### src/rtl/pata_pio_host.sv
module pata_pio_host #(
  parameter int ADDR_W = 8,
  parameter int CNT_W  = 8
) (
  input  logic              clk,
  input  logic              rst_n,
  input  logic              host_sel,
  input  logic              host_we,
  input  logic [ADDR_W-1:0] host_addr,
  input  logic [31:0]       host_wdata,
  output logic [31:0]       host_rdata,
  output logic              irq,
  output logic [2:0]        ata_da,
  output logic              ata_cs0_n,
  output logic              ata_cs1_n,
  output logic              ata_dior_n,
  output logic              ata_diow_n,
  output logic [15:0]       ata_dd_out,
  output logic              ata_dd_oe,
  input  logic [15:0]       ata_dd_in,
  input  logic              ata_iordy,
  input  logic              ata_intrq
);
  localparam logic [ADDR_W-1:0] A_CTRL  = ADDR_W'(8'h00);
  localparam logic [ADDR_W-1:0] A_CFG   = ADDR_W'(8'h04);
  localparam logic [ADDR_W-1:0] A_ISR   = ADDR_W'(8'h08);
  localparam logic [ADDR_W-1:0] A_IMR   = ADDR_W'(8'h0C);
  localparam logic [ADDR_W-1:0] A_TIME  = ADDR_W'(8'h10);
  localparam logic [ADDR_W-1:0] A_WIN0  = ADDR_W'(8'h54);
  localparam logic [ADDR_W-1:0] A_WINN  = ADDR_W'(8'h74);
  localparam logic [ADDR_W-1:0] A_RDATA = ADDR_W'(8'h7C);
  localparam logic [ADDR_W-1:0] A_STAT  = ADDR_W'(8'h80);

  typedef enum logic [1:0] {S_IDLE, S_SETUP, S_ACT, S_REC} state_t;

  state_t             state;
  logic [CNT_W-1:0]   cnt;
  logic               ctrl_en, cfg_iordy, cfg_straight;
  logic [1:0]         isr, imr;
  logic [19:0]        tim;
  logic [15:0]        rd_q;
  logic               cyc_wr, cyc_cs1, cyc_data;
  logic [2:0]         cyc_da;
  logic [15:0]        cyc_wd;
  logic               intrq_q;

  function automatic logic [15:0] order16(input logic [15:0] x, input logic straight);
    return straight ? x : {x[7:0], x[15:8]};
  endfunction

  logic [ADDR_W-1:0] win_off;
  logic [3:0]        win_idx;
  logic              win_hit, accept, last, done, intrq_rise, wr_isr;
  logic [31:0]       status_word;

  assign win_off    = host_addr - A_WIN0;
  assign win_idx    = win_off[5:2];
  assign win_hit    = host_addr >= A_WIN0 && host_addr <= A_WINN && host_addr[1:0] == 2'b00;
  assign accept     = host_sel && win_hit && ctrl_en && state == S_IDLE;
  assign last       = cnt <= CNT_W'(1);
  assign done       = state == S_REC && last;
  assign intrq_rise = ata_intrq && !intrq_q;
  assign wr_isr     = host_sel && host_we && host_addr == A_ISR;
  assign status_word = {(state != S_IDLE) ? 4'hF : 4'h0, 28'h0};

  always_ff @(posedge clk or negedge rst_n) begin
    if (!rst_n) begin
      state    <= S_IDLE;
      cnt      <= '0;
      cyc_wr   <= 1'b0;
      cyc_cs1  <= 1'b0;
      cyc_data <= 1'b0;
      cyc_da   <= '0;
      cyc_wd   <= '0;
      rd_q     <= '0;
    end else begin
      unique case (state)
        S_IDLE: if (accept) begin
          state    <= S_SETUP;
          cnt      <= CNT_W'(tim[3:0]);
          cyc_wr   <= host_we;
          cyc_cs1  <= win_idx == 4'd8;
          cyc_data <= win_idx == 4'd0;
          cyc_da   <= (win_idx == 4'd8) ? 3'd6 : win_idx[2:0];
          cyc_wd   <= (win_idx == 4'd0) ? order16(host_wdata[15:0], cfg_straight)
                                        : {8'h00, host_wdata[7:0]};
        end
        S_SETUP: if (last) begin
          state <= S_ACT;
          cnt   <= CNT_W'(tim[11:4]);
        end else cnt <= cnt - 1'b1;
        S_ACT: if (cfg_iordy && !ata_iordy) begin
          cnt <= cnt;
        end else if (last) begin
          state <= S_REC;
          cnt   <= CNT_W'(tim[19:12]);
          if (!cyc_wr)
            rd_q <= cyc_data ? order16(ata_dd_in, cfg_straight) : {8'h00, ata_dd_in[7:0]};
        end else cnt <= cnt - 1'b1;
        S_REC: if (last) state <= S_IDLE;
               else cnt <= cnt - 1'b1;
        default: state <= S_IDLE;
      endcase
    end
  end

  always_ff @(posedge clk or negedge rst_n) begin
    if (!rst_n) begin
      ctrl_en      <= 1'b0;
      cfg_iordy    <= 1'b0;
      cfg_straight <= 1'b0;
      imr          <= '0;
      tim          <= '0;
      isr          <= '0;
      intrq_q      <= 1'b0;
    end else begin
      intrq_q <= ata_intrq;
      if (host_sel && host_we) begin
        if (host_addr == A_CTRL) ctrl_en <= host_wdata[0];
        if (host_addr == A_CFG) begin
          cfg_iordy    <= host_wdata[1];
          cfg_straight <= host_wdata[6];
        end
        if (host_addr == A_IMR)  imr <= host_wdata[1:0];
        if (host_addr == A_TIME) tim <= host_wdata[19:0];
      end
      isr <= (isr & ~(wr_isr ? host_wdata[1:0] : 2'b00)) | {done, intrq_rise};
    end
  end

  always_comb begin
    host_rdata = '0;
    unique case (host_addr)
      A_CTRL:  host_rdata = {31'h0, ctrl_en};
      A_CFG:   host_rdata = {25'h0, cfg_straight, 4'h0, cfg_iordy, 1'b0};
      A_ISR:   host_rdata = {30'h0, isr};
      A_IMR:   host_rdata = {30'h0, imr};
      A_TIME:  host_rdata = {12'h0, tim};
      A_RDATA: host_rdata = {16'h0, rd_q};
      A_STAT:  host_rdata = status_word;
      default: host_rdata = '0;
    endcase
  end

  assign irq        = |(isr & imr);
  assign ata_da     = cyc_da;
  assign ata_cs0_n  = !(state != S_IDLE && !cyc_cs1);
  assign ata_cs1_n  = !(state != S_IDLE && cyc_cs1);
  assign ata_dior_n = !(state == S_ACT && !cyc_wr);
  assign ata_diow_n = !(state == S_ACT && cyc_wr);
  assign ata_dd_out = cyc_wd;
  assign ata_dd_oe  = cyc_wr && (state == S_SETUP || state == S_ACT);

  logic unused_ok;
  assign unused_ok = ^{host_wdata[31:20], win_off};

  AST_ONE_STROBE: assert property (@(posedge clk) disable iff (!rst_n)
    !(!ata_dior_n && !ata_diow_n));
  AST_CS_WITH_STROBE: assert property (@(posedge clk) disable iff (!rst_n)
    (!ata_dior_n || !ata_diow_n) |-> (ata_cs0_n != ata_cs1_n));
  AST_IDLE_WHEN_OFF: assert property (@(posedge clk) disable iff (!rst_n)
    (state == S_IDLE && !ctrl_en) |=> state == S_IDLE);
  AST_IORDY_WAIT: assert property (@(posedge clk) disable iff (!rst_n)
    (state == S_ACT && cfg_iordy && !ata_iordy) |=> (state == S_ACT && $stable(cnt)));
  AST_BUSY_IGNORE: assert property (@(posedge clk) disable iff (!rst_n)
    (state != S_IDLE && host_sel) |=> ($stable(cyc_da) && $stable(cyc_wr) && $stable(cyc_cs1)));
  AST_W1C: assert property (@(posedge clk) disable iff (!rst_n)
    (wr_isr && host_wdata[0] && !intrq_rise) |=> !isr[0]);
  AST_BUSY_NIBBLE: assert property (@(posedge clk) disable iff (!rst_n)
    accept |=> host_rdata[31:28] != 4'h0 || host_addr != A_STAT);
  AST_WDATA_HOLD: assert property (@(posedge clk) disable iff (!rst_n)
    (!ata_diow_n && $past(!ata_diow_n)) |-> ($stable(ata_dd_out) && ata_dd_oe));
endmodule

### config.mk
export PLATFORM = sky130hd
export DESIGN_NAME = pata_pio_host
export DESIGN_NICKNAME = d
export VERILOG_FILES = /design/src/rtl/pata_pio_host.sv
export SDC_FILE = /design/constraint.sdc
export NUM_CORES = 1
export LEC_CHECK = 0
export BUFFER_PORTS_ARGS = -buffer_cell sky130_fd_sc_hd__buf_4
export CAP_MARGIN = 5
export CORE_MARGIN = 5
export CORE_UTILIZATION = 40
export DETAILED_ROUTE_END_ITERATION = 7
export GPL_TIMING_DRIVEN = 1
export PLACE_DENSITY = 0.67
export RECOVER_POWER = 25
export SYNTH_ARGS = -nofsm -noshare
export SYNTH_HDL_FRONTEND = slang
export SYNTH_SLANG_ARGS = --single-unit
### constraint.sdc
create_clock -name clk -period 2.8 [get_ports clk]
set_input_delay 0.42 -clock clk [delete_from_list [all_inputs] [get_ports clk]]
set_output_delay 0.42 -clock clk [all_outputs]
set_load 0.02 [all_outputs]
==> results.sh, run 1 <==
export IMPL_status="finished with violations"
export IMPL_violations="max-capacitance violations, max-slew violations"
export IMPL_crit_buf_inv=2
export IMPL_layout_commonest_cell="buf_4"
export IMPL_reg2reg_from="state[0]"
export IMPL_maxSlewHeadroom=-0.2580
export IMPL_viasPerCell=5.479
export IMPL_routedWlPerCell_um=17.90
export IMPL_ys_dominant_reg_cell="dfrtp_1"
export IMPL_die_width_um=116.5
export IMPL_drt_total_wl_mm=12.44
export IMPL_post_cts_buffers=0
export IMPL_crit_family="simple AND/OR/NAND/NOR gates"
export IMPL_r2r_setup_slack_ns=0.46
export IMPL_ant_nets=0
export IMPL_die_height_um=116.5
export IMPL_antenna_found_initial=0
export IMPL_cts_tree="built"
export IMPL_crit_path_max_incr_delay_ns=0.55
export IMPL_rsz0062_at_grt="no"
export IMPL_cp_slowest_cell="or4_1"
export IMPL_synth_avg_cell_area_um2=10.02
export IMPL_min_period_ns=2.339
export IMPL_vias=3808
export IMPL_gp_congestion=0.9003
export IMPL_hold_violations=0
export IMPL_cts_resized_gates=0
export IMPL_cellLeakagePower_nw=2.743
export IMPL_syn_area_mm2=0.004539
export IMPL_skew_ns=0.01010
export IMPL_io_pins=119
export IMPL_swShare=0.3644
export IMPL_synth_cell_types=71
export IMPL_worstSetupStartpointType="flip-flop"
export IMPL_drt_iter0_markers=182
export IMPL_async_flop_share=1.000
export IMPL_start_util=0.4027
export IMPL_cp_end_kind="flip-flop"
export IMPL_grt_max_degree=77
export IMPL_pwr_share_clk=0.295
export IMPL_p_seq_frac=0.332
export IMPL_p_per_area_mw_per_mm2=727.5
export IMPL_fin_setup_tns_ns=0
export IMPL_cts_buffers=9
export IMPL_ys_seq_area_frac=0.4190
export IMPL_synth_edf_count=0
export IMPL_r2r_end="state[1]"
export IMPL_n_antenna_cell=0
export IMPL_drtPass1Iterations=5
export IMPL_path_class="reg -> reg"
export IMPL_place_hpwl_mm=9.368
export IMPL_cts_hold_buffers_added=0
export IMPL_hold_path_startpoint="ata_intrq"
export IMPL_whs_ns=0.2231
export IMPL_clock_latency_ns=0.34
export IMPL_n_fill_cell=1021
export IMPL_hp_class="in -> reg"
export IMPL_worstMarginPinSlew_ns=1.887
export IMPL_area_delta_synth_final_pct=25.03
export IMPL_overflow=0
export IMPL_setup_viol=0
export IMPL_syn_inst=453
export IMPL_arrival_ns=2.56
export IMPL_yosysWarnings=0
export IMPL_drive_gt1_frac=0.3170
export IMPL_cts_root_buf="clkbuf_16"
export IMPL_fin_crit_sh=0.8353
export IMPL_fin_nets=620
export IMPL_core_area_mm2=0.01127
export IMPL_first_global_vias=3925
export IMPL_maxSlewViolCount=77
export IMPL_cts_sinks=76
export IMPL_path_clk_slew_ns=0.07
export IMPL_port_buffers=98
export IMPL_reg2reg_depth=7
export IMPL_path_max_fanout=10
export IMPL_p_int_mw=2.624
export IMPL_hold_path_depth=1
export IMPL_htree_levels=3
export IMPL_layout_common_cells="buf_4 (108), dfrtp_1 (76), nor2_1 (40), nand2_1 (29), mux2_2 (26)"
export IMPL_drc_errors=0
export IMPL_ir_worst_vdd_v=0.0003319
export IMPL_row_count=39
export IMPL_path_cells="inv_1 -> ha_1 -> inv_2 -> or4_1 -> nand4b_2 -> a21oi_2 -> mux2_1"
export IMPL_p_sw_mw=1.505
export IMPL_design_power_total_mw=4.129
export IMPL_clockBufferDepth=2
export IMPL_synth_ff_latch_count=76
export IMPL_pwr_share_comb=0.373
export IMPL_max_cap_viol_count=1
export IMPL_grt_pass1_wl_mm=20.04
export IMPL_crit_required_ns=3.02
export IMPL_dieArea_mm2=0.01358
export IMPL_grt_usage=0.1899
export IMPL_max_freq_mhz=427.6
export IMPL_min_to="intrq_q"
## per-stage QoR
stage                     cell area, µm²    util  setup slack (ns)  cells
after floorplan                     4566       -            0.7103    460
after global placement              5366  0.4761            0.4989    679
after detailed placement            5366  0.4761            0.4459    679
after CTS                           5678  0.5037            0.4564    695
after global routing                5675  0.5035            0.3492    695
final                               5675  0.5035            0.4612    695
## synthesized netlist by cell type, types with 3 or more instances
cell	n	area (µm²)
dfrtp_1	76	1902
nor2_1	40	150.1
nand2_1	29	108.9
mux2_2	26	292.8
mux2i_1	25	250.2
inv_1	19	71.32
a21oi_1	18	90.09
a22o_1	17	148.9
nand3_1	17	85.08
buf_2	13	65.06
nor3_1	13	65.06
o21ai_0	13	65.06
buf_4	12	90.09
ha_1	11	137.6
o21ai_1	10	50.05
a21o_1	9	67.56
mux2_1	9	101.4
clkbuf_1	6	22.52
a22oi_1	5	37.54
and2_1	5	31.28
nor2b_1	5	31.28
or3_1	5	31.28
nand4_1	4	25.02
a211oi_1	3	22.52
and4_1	3	26.28
nand2b_1	3	18.77
nor3_4	3	48.80
## power groups by stage
stage / clock, mW / combinational (mW) / sequential (mW)
after floorplan: 0 / 1.18 / 1.35
after global placement: 0 / 1.51 / 1.38
after global routing: 1.29 / 1.68 / 1.38
final: 1.22 / 1.54 / 1.37
after detailed placement: 0 / 1.53 / 1.39
after CTS: 1.24 / 1.54 / 1.37
## cell type report
type	instances	area, µm²	area share
multi-input cells	330	2385	0.4202
flip-flops and latches	76	1902	0.3351
repair buffers	110	823.3	0.1451
clock buffers	11	252.7	0.04453
well taps	143	178.9	0.03153
inverters	20	75.07	0.01323
clock inverters	5	58.81	0.01036
## worst register-to-register path: stages, from the launching register on
cell and delay (ns):
dfrtp_1 0.42, inv_1 0.10, ha_1 0.34, inv_2 0.15, or4_1 0.55, nand4b_2 0.26, a21oi_2 0.08, mux2_1 0.32
## sequential cells by signal, summed over array words and instances, names as in the netlist, 2 cells and up
name and flops:
ata_da 3, isr 2, imr 2, ata_dd_out 16, tim 20, state 2, cnt 8, rd_q 16
## worst max-delay path by stage
stage,start,end,slack (ns),cells past startpoint
detailed placement,host_addr[2],state[1],0.45,8
global route,host_addr[1],host_rdata[1],0.35,7
floorplan,host_addr[2],host_rdata[11],0.71,7
CTS,state[0],state[1],0.46,7
finish,state[0],state[1],0.46,7
global placement,host_addr[2],state[1],0.50,8
## per-layer routing
metal,global-route usage,part of all wire,up-vias
met4,0.05428,0.015,0
li1,-,-,1806
met2,0.3158,0.49,111
met3,0.04508,0.052,18
met1,0.2480,0.44,1873
met5,0,0,-
## kinds of logic (layout without fill, tap and decap cells)
family                     count (synthesis)  after routing  share of synthesized area
DFF                                       76             76                     0.4190
AOI/OAI and AO/OA                        104            104                     0.1690
other                                      1              8                  0.0008261
adders and majority gates                 11             11                    0.03032
buffers and inverters                     54            146                    0.06146
and+or+nand+nor                          145            145                     0.1737
xor gates and xnor gates                   2              2                   0.003860
muxes                                     60             60                     0.1420
(Power assumes the default switching activity.)
==> inputs of run 2 (changes only) <==
--- a/config.mk
+++ b/config.mk
@@ -5,13 +5,14 @@
 export SDC_FILE = /design/constraint.sdc
 export NUM_CORES = 1
 export LEC_CHECK = 0
+export ABC_AREA = 1
 export BUFFER_PORTS_ARGS = -buffer_cell sky130_fd_sc_hd__buf_4
 export CAP_MARGIN = 5
 export CORE_MARGIN = 5
 export CORE_UTILIZATION = 40
 export DETAILED_ROUTE_END_ITERATION = 7
 export GPL_TIMING_DRIVEN = 1
-export PLACE_DENSITY = 0.67
+export PLACE_DENSITY = 0.7
 export RECOVER_POWER = 25
 export SYNTH_ARGS = -nofsm -noshare
 export SYNTH_HDL_FRONTEND = slang
==> constraint.sdc (replaced) <==
create_clock -name clk -period 1.95 [get_ports clk]
set_input_delay 0.2925 -clock clk [delete_from_list [all_inputs] [get_ports clk]]
set_output_delay 0.2925 -clock clk [all_outputs]
set_load 0.02 [all_outputs]
==> run 2 against run 1 <==
Design area increased by 2.7%. Flip-flop and latch count stayed put. Non-clock buffer count increased by 6. Hold slack got worse by 0.13 ns. Final cell count grew 27%. The run now ends clean. Clock power is 30% higher.
==> results.sh, run 2 <==
export IMPL_first_global_vias=4468
export IMPL_yosysWarnings=0
export IMPL_cp_common_cell="buf_4"
export IMPL_n_antenna_cell=0
export IMPL_synth_cell_types=36
export IMPL_drt_total_wl_mm=13.19
export IMPL_yosys_area_top_type_share=0.4126
export IMPL_area_delta_synth_final_pct=26.44
export IMPL_die_width_um=117.3
export IMPL_hold_path_depth=1
export IMPL_seq_area_mm2=0.001902
export IMPL_grt_max_degree=57
export IMPL_yosysMostFrequentCell="nand2_1"
export IMPL_arrival_ns=1.58
export IMPL_path_max_fanout=10
export IMPL_layout_common_cells="nand2_1 (198), buf_4 (108), inv_1 (78), dfrtp_1 (76), nand3_1 (58)"
export IMPL_core_area_mm2=0.01137
export IMPL_row_count=39
export IMPL_cts_root_buf="clkbuf_16"
export IMPL_setup_viol=0
export IMPL_synth_largest_area_cell="dfrtp_1"
export IMPL_async_flop_share=1.000
export IMPL_vias=4435
export IMPL_reg2reg_from="cnt[0]"
export IMPL_path_cells="buf_4 -> inv_2 -> ha_2 -> inv_1 -> nor2_4 -> nand4_4 -> buf_4 -> o22ai_1 -> buf_4"
export IMPL_drc_errors=0
export IMPL_synthTopCellsByCount="nand2_1 (199), inv_1 (81), dfrtp_1 (76), nand3_1 (58), o21ai_0 (46)"
export IMPL_cts_sinks=76
export IMPL_syn_inst=631
export IMPL_viasPerCell=5.040
export IMPL_regMostFlops="tim"
export IMPL_fin_setup_tns_ns=0
export IMPL_ys_dominant_reg_cell="dfrtp_1"
export IMPL_io_pins=119
export IMPL_post_cts_buffers=0
export IMPL_p_sw_mw=2.287
export IMPL_drt_iter0_markers=290
export IMPL_dieArea_mm2=0.01377
export IMPL_hold_path_startpoint="ata_intrq"
export IMPL_p_seq_frac=0.348
export IMPL_cp_end_kind="primary output"
export IMPL_drtPass1Iterations=5
export IMPL_synth_avg_cell_area_um2=7.305
export IMPL_min_period_ns=1.874
export IMPL_ant_nets=0
export IMPL_hold_violations=0
export IMPL_antenna_found_initial=0
export IMPL_status="completed"
export IMPL_fin_crit_sh=0.9612
export IMPL_worstSetupStartpointType="primary input"
export IMPL_path_clk_slew_ns=0.06
export IMPL_max_freq_mhz=533.5
export IMPL_reg2reg_depth=8
export IMPL_synth_ff_latch_count=76
export IMPL_routedWlPerCell_um=14.99
export IMPL_rsz0062_at_grt="no"
export IMPL_cellLeakagePower_nw=3.137
export IMPL_path_class="in -> out"
export IMPL_cts_tree="built"
export IMPL_clockBufferDepth=2
export IMPL_port_buffers=98
export IMPL_multi_input_area_mm2=0.002211
export IMPL_p_per_area_mw_per_mm2=1003
export IMPL_overflow=0
export IMPL_pwr_share_clk=0.272
export IMPL_cp_startpoint="host_addr[2]"
export IMPL_htree_levels=3
export IMPL_swShare=0.3911
export IMPL_gp_congestion=0.9158
export IMPL_grt_usage=0.1953
export IMPL_synth_top_cells_by_area="dfrtp_1 (41%), nand2_1 (16%), inv_1 (6.6%)"
export IMPL_synth_edf_count=0
export IMPL_n_fill_cell=1114
export IMPL_fin_nets=805
export IMPL_place_hpwl_mm=10.28
export IMPL_syn_area_mm2=0.004609
export IMPL_die_height_um=117.3
export IMPL_post_route_util=0.5126
export IMPL_layout_commonest_cell="nand2_1"
export IMPL_ir_worst_vdd_v=0.0004995
export IMPL_crit_required_ns=1.66
export IMPL_hp_class="in -> reg"
export IMPL_cp_slowest_cell="buf_4"
export IMPL_max_cap_viol_count=0
export IMPL_maxSlewHeadroom=0.2147
export IMPL_maxSlewViolCount=0
export IMPL_drive_gt1_frac=0.2307
export IMPL_worstMarginPinSlew_ns=1.178
export IMPL_cts_buffers=9
export IMPL_pwr_share_comb=0.379
export IMPL_p_int_mw=3.561
export IMPL_largest_register_ffs=20
export IMPL_ys_seq_area_frac=0.4126
export IMPL_start_util=0.4054
export IMPL_skew_ns=0.005522
export IMPL_grt_pass1_wl_mm=22.17
export IMPL_crit_path_max_incr_delay_ns=0.22
export IMPL_clock_latency_ns=0.34
==> run 2: worst paths after layout <==
| path | end | slack [ns] |
|---|---|---|
| max | host_rdata[13] | 0.08 |
| min | intrq_q | 0.09 |
| max reg2reg | rd_q[9] | 0.19 |
| min reg2reg | isr[0] | 0.42 |
| max in group asynchronous | tim[17] | 0.37 |
| min in group asynchronous | ata_dd_out[8] | 0.71 |
==> run 2: metal layers <==
layer  part of all wire  track usage
met5                  0            0
met1               0.43       0.2663
met3              0.084      0.05342
met2               0.46       0.3013
met4              0.018      0.06164
==> run 2: timing repair <==
item | 4_1_cts | 5_1_grt
hold buffers | 1 | 0
endpoints found under the setup margin | 5 | 22
pin swaps | 0 | 1
hold endpoints to repair | 20 | 0
gates resized for setup | 1 | 11
==> run 2: worst max-delay path: cells and delay by family <==
kind / cells / cell delay (ns)
AND/OR/NAND/NOR: 2 / 0.25
AO/OA/AOI/OAI: 1 / 0.17
adder cells (fa/ha/maj): 1 / 0.18
buffers and inverters: 5 / 0.68
==> run 2: logic make-up (layout without fill, tap and decap cells) <==
kind of cell / Yosys count / after routing / synth area share
xor+xnor: 6 / 6 / 0.01303
fa+ha+maj: 11 / 11 / 0.02986
mux: 6 / 6 / 0.01303
simple gates: 313 / 313 / 0.2964
other cells: 1 / 8 / 0.0008136
buf+inv: 118 / 217 / 0.1178
compound gates: 100 / 100 / 0.1165
flops: 76 / 76 / 0.4126
==> run 2: cell type report <==
type,count,share of cell area
Clock inverter,7,0.009875
Inverter,85,0.05517
Clock buffer,9,0.03864
Multi-Input combinational cell,444,0.3793
Tap cell,143,0.03070
Sequential cell,76,0.3263
Timing Repair Buffer,116,0.1599
==> run 2: stage by stage <==
step / power, mW / hold slack [ns] / area [µm²] / setup WS (ns) / cells
finish: 5.848 / 0.09055 / 5828 / 0.07558 / 880
global route: 6.291 / 0.08474 / 5828 / 0.004395 / 880
CTS: 5.838 / 0.05898 / 5813 / 0.008911 / 880
detailed placement: 4.222 / 0.1988 / 5518 / 0.01257 / 863
global placement: 4.144 / 0.1958 / 5518 / 0.07094 / 863
floorplan: 3.551 / -0.003091 / 4636 / 0.1340 / 638
==> run 2: power groups by stage <==
stage               registers [mW]  clock network [mW]  logic (mW)
finish                        2.04                1.59        2.22
global route                  2.07                1.69        2.53
CTS                           2.03                1.62        2.18
detailed placement            2.05                   0        2.17
global placement              2.05                   0        2.10
floorplan                     2.01                   0        1.54
==> inputs of run 3 (changes only) <==
--- a/config.mk
+++ b/config.mk
@@ -8,6 +8,7 @@
 export ABC_AREA = 1
 export BUFFER_PORTS_ARGS = -buffer_cell sky130_fd_sc_hd__buf_4
 export CAP_MARGIN = 5
+export CORE_ASPECT_RATIO = 1.1
 export CORE_MARGIN = 5
 export CORE_UTILIZATION = 40
 export DETAILED_ROUTE_END_ITERATION = 7
==> run 3 against run 2 <==
Worst setup slack worse by 0.036 ns. Sequential power is essentially flat. Critical path depth shrank 4. Register-to-register slack lost 0.03 ns. Largest power group unchanged. Highest routed layer unchanged.
==> results.sh, run 3 (same netlist as run 2, synthesis figures left out) <==
export IMPL_die_height_um=122.6
export IMPL_drc_errors=0
export IMPL_finalNonFillerCells=889
export IMPL_crit_family="buffers and inverters"
export IMPL_gp_congestion=0.8857
export IMPL_dieArea_mm2=0.01377
export IMPL_drtPass1Iterations=4
export IMPL_grt_pass1_wl_mm=21.65
export IMPL_r2r_end="cnt[3]"
export IMPL_cts_tree="built"
export IMPL_max_freq_mhz=523.5
export IMPL_layout_commonest_cell="nand2_1"
export IMPL_maxSlewViolCount=0
export IMPL_postLayoutCellArea_mm2=0.005839
export IMPL_cp_common_cell="inv_1"
export IMPL_largest_register_ffs=20
export IMPL_rsz0062_at_grt="yes"
export IMPL_worstMarginPinSlew_ns=0.8114
export IMPL_area_delta_synth_final_pct=26.68
export IMPL_ant_nets=0
export IMPL_skew_ns=0.005846
export IMPL_core_area_mm2=0.01139
export IMPL_start_util=0.4047
export IMPL_io_pins=119
export IMPL_viasPerCell=4.976
export IMPL_endpoint="ata_cs1_n"
export IMPL_reg2reg_depth=9
export IMPL_max_cap_viol_count=0
export IMPL_vias=4424
export IMPL_cts_buffers=9
export IMPL_port_buffers=98
export IMPL_clockBufferDepth=2
export IMPL_routedWlPerCell_um=14.79
export IMPL_design_power_total_mw=5.865
export IMPL_hold_violations=0
export IMPL_cp_end_kind="primary output"
export IMPL_crit_path_max_incr_delay_ns=0.44
export IMPL_p_per_area_mw_per_mm2=1004
export IMPL_grt_max_degree=44
export IMPL_worst_path_stages=5
export IMPL_grt_usage=0.1972
export IMPL_place_hpwl_mm=10.34
export IMPL_maxSlewHeadroom=0.4590
export IMPL_hp_class="in -> reg"
export IMPL_top_layer="met4"
export IMPL_drive_gt1_frac=0.2300
export IMPL_placedCellCount=872
export IMPL_cp_startpoint="state[1]"
export IMPL_antenna_found_initial=0
export IMPL_htree_levels=3
export IMPL_post_route_util=0.5127
export IMPL_row_count=41
export IMPL_fin_nets=807
export IMPL_route_met2_wl_mm=6.252
export IMPL_cellLeakagePower_nw=3.147
export IMPL_reg2reg_from="cnt[0]"
export IMPL_layout_common_cells="nand2_1 (198), buf_4 (110), inv_1 (78), dfrtp_1 (76), nand3_1 (58)"
export IMPL_min_period_ns=1.910
export IMPL_crit_required_ns=1.66
export IMPL_m1WireLength_mm=5.710
export IMPL_path_clk_slew_ns=0.06
export IMPL_cts_sinks=76
export IMPL_dpl_cell_area_mm2=0.005529
export IMPL_path_class="reg -> out"
export IMPL_cts_root_buf="clkbuf_16"
export IMPL_ir_worst_vdd_v=0.0005129
export IMPL_cp_slowest_cell="dfrtp_1"
export IMPL_arrival_ns=1.62
export IMPL_r2r_setup_slack_ns=0.16
export IMPL_path_max_fanout=6
export IMPL_regMostFlops="tim"
export IMPL_overflow=0
export IMPL_setup_viol=0
export IMPL_fin_crit_sh=0.9795
export IMPL_status="completed"
export IMPL_n_antenna_cell=0
export IMPL_wl_met3_um=866
export IMPL_hold_path_startpoint="ata_intrq"
export IMPL_drt_iter0_markers=207
export IMPL_clock_latency_ns=0.34
export IMPL_crit_buf_inv=3
export IMPL_first_global_vias=4307
export IMPL_drt_total_wl_mm=13.15
export IMPL_worstSetupStartpointType="flip-flop"
export IMPL_die_width_um=112.4
export IMPL_path_cells="inv_1 -> ha_2 -> inv_1 -> nand2_1 -> buf_4"
run 3: cell count changes in the layout (fill, tap and decap cells not counted), sizes merged:
cell,before,now
buf,113,115
clkinv,1,3
clkinvlp,3,1
run 3: final cells by class:
| class | instances | area (µm²) |
|---|---|---|
| timing repair buffer | 118 | 927.1 |
| clock inverter | 7 | 60.06 |
| multi-input combinational | 444 | 2216 |
| sequential | 76 | 1902 |
| fill | 1139 | 5549 |
| tap | 150 | 187.7 |
| inverter | 85 | 321.6 |
| clock buffer | 9 | 225.2 |
run 3: worst reg2reg max path, cell delays in order (launching register included):
cell and delay (ns):
dfrtp_1 0.42, inv_1 0.12, ha_2 0.24, o21ai_1 0.08, nor2_2 0.32, a21oi_1 0.17, inv_1 0.13, a21oi_2 0.07
nand2_1 0.08, nand2_1 0.05
run 3: timing repair:
action | 4_1_cts | 5_1_grt
pin swaps | 0 | 1
hold buffers | 1 | 0
endpoints found under the setup margin | 1 | 23
resized for setup | 1 | 12
hold endpoints to repair | 33 | 0
buffers inserted | 0 | 0
run 3: routing by layer:
| metal | GRT usage | up-vias |
|---|---|---|
| met5 | 0 | - |
| met4 | 0.06687 | 0 |
| met3 | 0.04241 | 24 |
| met2 | 0.3260 | 158 |
| met1 | 0.2580 | 2049 |
| li1 | - | 2193 |
run 3: power by group:
group	internal (mW)	switching, mW
Clock	0.882	0.715
Combinational	0.843	1.39
Sequential	1.86	0.179
run 3: how the worst min path moves through the flow:
stage,end,cells after the start
detailed placement,ata_dd_out[14],1
CTS,intrq_q,1
global placement,ata_dd_out[8],1
floorplan,ata_da[0],0
finish,intrq_q,1
global route,intrq_q,1
run 3: through the flow:
step                 TNS, ns  hold slack [ns]  setup slack [ns]
finish                     0          0.07885           0.03995
global route        -0.04511          0.08836          -0.03209
CTS                        0          0.06003          0.001386
detailed placement         0           0.2737           0.03886
global placement           0           0.2647           0.08973
floorplan                  0        -0.003091            0.1340
